$ cat src/rtl/ber_rx_pkg.sv
// Shared types for the receive pattern checker.
package ber_rx_pkg;
    typedef enum logic {
        ST_HUNT = 1'b0,
        ST_LOCK = 1'b1
    } sync_state_e;
endpackage

$ cat src/rtl/ber_sync_fsm.sv
// Hunt/lock synchronizer. Declares lock after a run of correct predictions
// and drops it on too many errors in one window or on a resync request.
// Assumes mismatch is valid whenever bit_en is high.
module ber_sync_fsm #(
    parameter int PAT_W      = 32,
    parameter int SYNC_EXTRA = 34,
    parameter int LOSS_WIN   = 64,
    parameter int LOSS_ERRS  = 6,
    localparam int LEN_W = $clog2(PAT_W),
    localparam int RUN_W = $clog2(SYNC_EXTRA + PAT_W + 1),
    localparam int WIN_W = $clog2(LOSS_WIN),
    localparam int ERR_W = $clog2(LOSS_ERRS + 1)
) (
    input  logic             clk,
    input  logic             rst_n,
    input  logic             bit_en,
    input  logic             mismatch,
    input  logic             sync_en,
    input  logic             resync,
    input  logic [LEN_W-1:0] len_m1,
    output logic             in_sync
);
    import ber_rx_pkg::*;

    sync_state_e      state;
    logic [RUN_W-1:0] run_cnt;
    logic [RUN_W-1:0] run_need;
    logic [WIN_W-1:0] win_cnt;
    logic [ERR_W-1:0] win_errs;
    logic [ERR_W-1:0] win_errs_nxt;

    // Length of the error-free run needed for lock, and the window error tally.
    always_comb begin
        run_need     = RUN_W'(SYNC_EXTRA) + RUN_W'(len_m1) + RUN_W'(1);
        win_errs_nxt = win_errs + ERR_W'(mismatch);
    end

    // State, run length and loss-window bookkeeping.
    always_ff @(posedge clk) begin
        if (!rst_n || resync) begin
            state    <= ST_HUNT;
            run_cnt  <= '0;
            win_cnt  <= '0;
            win_errs <= '0;
        end else if (bit_en && sync_en) begin
            if (state == ST_HUNT) begin
                if (mismatch) begin
                    run_cnt <= '0;
                end else if (run_cnt + RUN_W'(1) == run_need) begin
                    state    <= ST_LOCK;
                    run_cnt  <= '0;
                    win_cnt  <= '0;
                    win_errs <= '0;
                end else begin
                    run_cnt <= run_cnt + RUN_W'(1);
                end
            end else begin
                if (win_errs_nxt == ERR_W'(LOSS_ERRS)) begin
                    state    <= ST_HUNT;
                    win_cnt  <= '0;
                    win_errs <= '0;
                end else if (win_cnt == WIN_W'(LOSS_WIN - 1)) begin
                    win_cnt  <= '0;
                    win_errs <= '0;
                end else begin
                    win_cnt  <= win_cnt + WIN_W'(1);
                    win_errs <= win_errs_nxt;
                end
            end
        end
    end

    assign in_sync = (state == ST_LOCK);

    AST_LOCK_ON_GOOD_BIT: assert property (@(posedge clk) disable iff (!rst_n)
        $rose(in_sync) |-> $past(bit_en && !mismatch && sync_en && !resync));
    AST_WINDOW_BOUND: assert property (@(posedge clk) disable iff (!rst_n)
        win_errs < ERR_W'(LOSS_ERRS));
    AST_FROZEN_WHEN_OFF: assert property (@(posedge clk) disable iff (!rst_n)
        (!sync_en && !resync) |=> $stable(in_sync));
endmodule

$ cat config.mk
export PLATFORM = sky130hd
export DESIGN_NAME = ber_sync_fsm
export DESIGN_NICKNAME = d
export VERILOG_FILES = /design/src/rtl/ber_rx_pkg.sv /design/src/rtl/ber_sync_fsm.sv
export SDC_FILE = /design/constraint.sdc
export NUM_CORES = 1
export LEC_CHECK = 0
export ABC_AREA = 1
export BUFFER_PORTS_ARGS = -buffer_cell sky130_fd_sc_hd__buf_4
export CAP_MARGIN = 20
export CORE_MARGIN = 2
export CORE_UTILIZATION = 62
export DETAILED_ROUTE_END_ITERATION = 16
export PLACE_DENSITY = 0.79
export SLEW_MARGIN = 30
export SYNTH_ARGS = -nofsm -noshare
export SYNTH_HDL_FRONTEND = slang
export SYNTH_SLANG_ARGS = --single-unit
$ cat constraint.sdc
create_clock -name clk -period 3.6 [get_ports clk]
set_clock_uncertainty 0.2 [all_clocks]
set_input_delay 0.18 -clock clk [delete_from_list [all_inputs] [get_ports clk]]
set_output_delay 0.18 -clock clk [all_outputs]
set_load 0.1 [all_outputs]
==> impl_metrics.env <==
export IMPL_status="finished clean"
export IMPL_drv_slew=0
export IMPL_port_buffers=11
export IMPL_synth_top_cell_area_share_pct=26.80
export IMPL_async_flop_share_pct=0
export IMPL_period_minus_slack_ps=2226
export IMPL_vias=1277
export IMPL_cp_max_fo=10
export IMPL_cts_resized=0
export IMPL_syn_inst=206
export IMPL_io_pins=12
export IMPL_synth_edf_count=0
export IMPL_cts_htree_levels=1
export IMPL_ys_seq_area_share_pct=26.80
export IMPL_grt_max_degree=12
export IMPL_drc=0
export IMPL_yosysMostFrequentCell="nand2_1"
export IMPL_crit_path_start_kind="flip-flop"
export IMPL_worstSetupPathType="flip-flop to flip-flop"
export IMPL_cp_arrival_ps=2280
export IMPL_synth_area_sq_um=1270
export IMPL_antenna_found_initial=0
export IMPL_grt_pass1_wl_microns=4705
export IMPL_clk_pin_slew_ps=110
export IMPL_worst_pin_slew_ps=698.8
export IMPL_antenna_cells=0
export IMPL_area_growth_pct=11.33
export IMPL_start_util_pct=65.40
export IMPL_drtIter0Drc=46
export IMPL_ys_ff_latch=17
export IMPL_p_total_uw=339.5
export IMPL_power_per_cell_area_nw_per_um2=240.1
export IMPL_wl_microns=2651
export IMPL_num_rows=16
export IMPL_setup_viol=0
export IMPL_r2r_slack_ps=1370
export IMPL_vdd_drop_max_v=0.0002452
export IMPL_cts_buffer_depth=2
export IMPL_fin_hold_ws_ps=59.03
export IMPL_ant_nets=0
export IMPL_yosys_warnings=0
export IMPL_dieHeight_microns=49.26
export IMPL_cts_sinks=17
export IMPL_hold_viol=0
export IMPL_design_die_area_sq_um=2427
export IMPL_grt_pass1_vias=1209
export IMPL_cts_tree="built"
export IMPL_setup_tns_ps=0
export IMPL_final_nets=237
export IMPL_yosys_area_top_type="dfxtp_1"
export IMPL_rsz0062_at_grt="false"
export IMPL_synthTopCellsByArea="dfxtp_1, nand2_1, inv_1"
export IMPL_die_width_microns=49.26
export IMPL_overflow=0
export IMPL_synthFlopType="dfxtp_1"
export IMPL_gp_congestion=0.8844
export IMPL_post_route_util_pct=72.81
export IMPL_syn_avg_cell_area_sq_um=6.165
export IMPL_p_leak_uw=0.0006775
export IMPL_drv_cap=0
export IMPL_hpwl_microns=2083
export IMPL_yosysUniqueCellTypes=28
export IMPL_synthTopCellsByCount="nand2_1, inv_1, nor2_1"
export IMPL_avgViaCountPerCell=5.170
export IMPL_min_path_type="primary input to flip-flop"
export IMPL_crit_path_end_kind="flip-flop"
export IMPL_grt_usage_pct=24.43
export IMPL_insertion_delay_ps=310
export IMPL_wl_per_cell_microns=10.73
export IMPL_cp_required_ps=3650
export IMPL_clockRootBuffer="clkbuf_4"
export IMPL_slew_headroom_pct=53.24
export IMPL_drive_above_1_share_pct=13.64
export IMPL_max_freq_mhz=449.1
export IMPL_period_share_pct=61.85
export IMPL_synth_nets=222
export IMPL_cts_buffers=3
export IMPL_core_area_sq_um=1942
export IMPL_firstDrtPassIters=4
power breakdown:
| group | total (uW) | internal (uW) | leakage [uW] | switching [uW] |
|---|---|---|---|---|
| logic | 43.0 | 17.4 | 0.000523 | 25.6 |
| registers | 189 | 188 | 0.000137 | 0.337 |
| clock network | 108 | 41.6 | 0.0000177 | 66.4 |
sequential cells by signal, indices dropped and copies added, names as in the netlist:
signal    cells
win_errs      3
in_sync       1
win_cnt       6
run_cnt       7
stage by stage:
stage | setup slack, ps | instance area, sq um | std cells
6_report | 1374 | 1414 | 247
5_1_grt | 1104 | 1414 | 247
4_1_cts | 1353 | 1414 | 247
3_5_place_dp | 1390 | 1366 | 241
3_3_place_gp | 1469 | 1366 | 241
2_1_floorplan | 1480 | 1270 | 206
worst paths after layout:
| kind | end | depth (start not counted) | startpoint |
|---|---|---|---|
| worst min register to register | run_cnt[4]$_SDFFE_PP0P_ | 2 | run_cnt[4]$_SDFFE_PP0P_ |
| worst max register to register | win_cnt[1]$_SDFFE_PP0P_ | 15 | run_cnt[0]$_SDFFE_PP0P_ |
| worst min-delay path | run_cnt[0]$_SDFFE_PP0P_ | 4 | mismatch |
| worst max-delay path | win_cnt[1]$_SDFFE_PP0P_ | 15 | run_cnt[0]$_SDFFE_PP0P_ |
worst max-delay path: stages, from the launching register on:
cell and delay, ps:
dfxtp_1 400, ha_1 260, nand2_1 120, nor2_4 120
nand2_2 60, nand2_2 60, nand2_1 70, nand2_1 70
nand2_1 60, nor2_2 160, nand2_4 120, nand2_8 110
nand3_4 120, nand2_1 90, nand2_1 50, nor2_1 100
cell families after synthesis:
logic type	share of synthesized area, %
AOI/OAI and AO/OA	7.290
xor gates and xnor gates	3.448
and+or+nand+nor	46.21
DFF	26.80
adders and majority gates	4.926
buffers and inverters	11.33
cell type report:
class	instances	area, sq um
clock inverter	1	5.005
fill	184	528.0
timing repair buffer	13	102.6
sequential	17	340.3
inverter	33	123.9
multi-input combinational	153	785.8
clock buffer	3	22.52
tap	27	33.78
cells in the final DEF (no fill, tap or decap), drive strengths merged, types with 2 or more instances in the layout:
cell         count
a31oi            4
buf             11
o21ai            3
nand2           65
dlygate4sd3      2
nand4            8
nor2            30
nand3           21
inv             32
ha               5
xor2             4
a21oi            9
clkbuf           3
clkinv           2
dfxtp           17
repair_timing:
item                                    4_1_cts  5_1_grt
endpoints found under the setup margin        0        0
buffers inserted                              0        0
hold endpoints to repair                      1        0
hold buffers                                  2        0
per-layer routing:
layer	GRT usage (%)	share of wire, %	wire length [microns]
met1	25.53	41	1088
met2	49.32	56	1483
met3	1.840	1.7	46
met4	9.048	1.2	32
met5	0	0	0
Note: power is estimated with default switching activity, not from simulation.
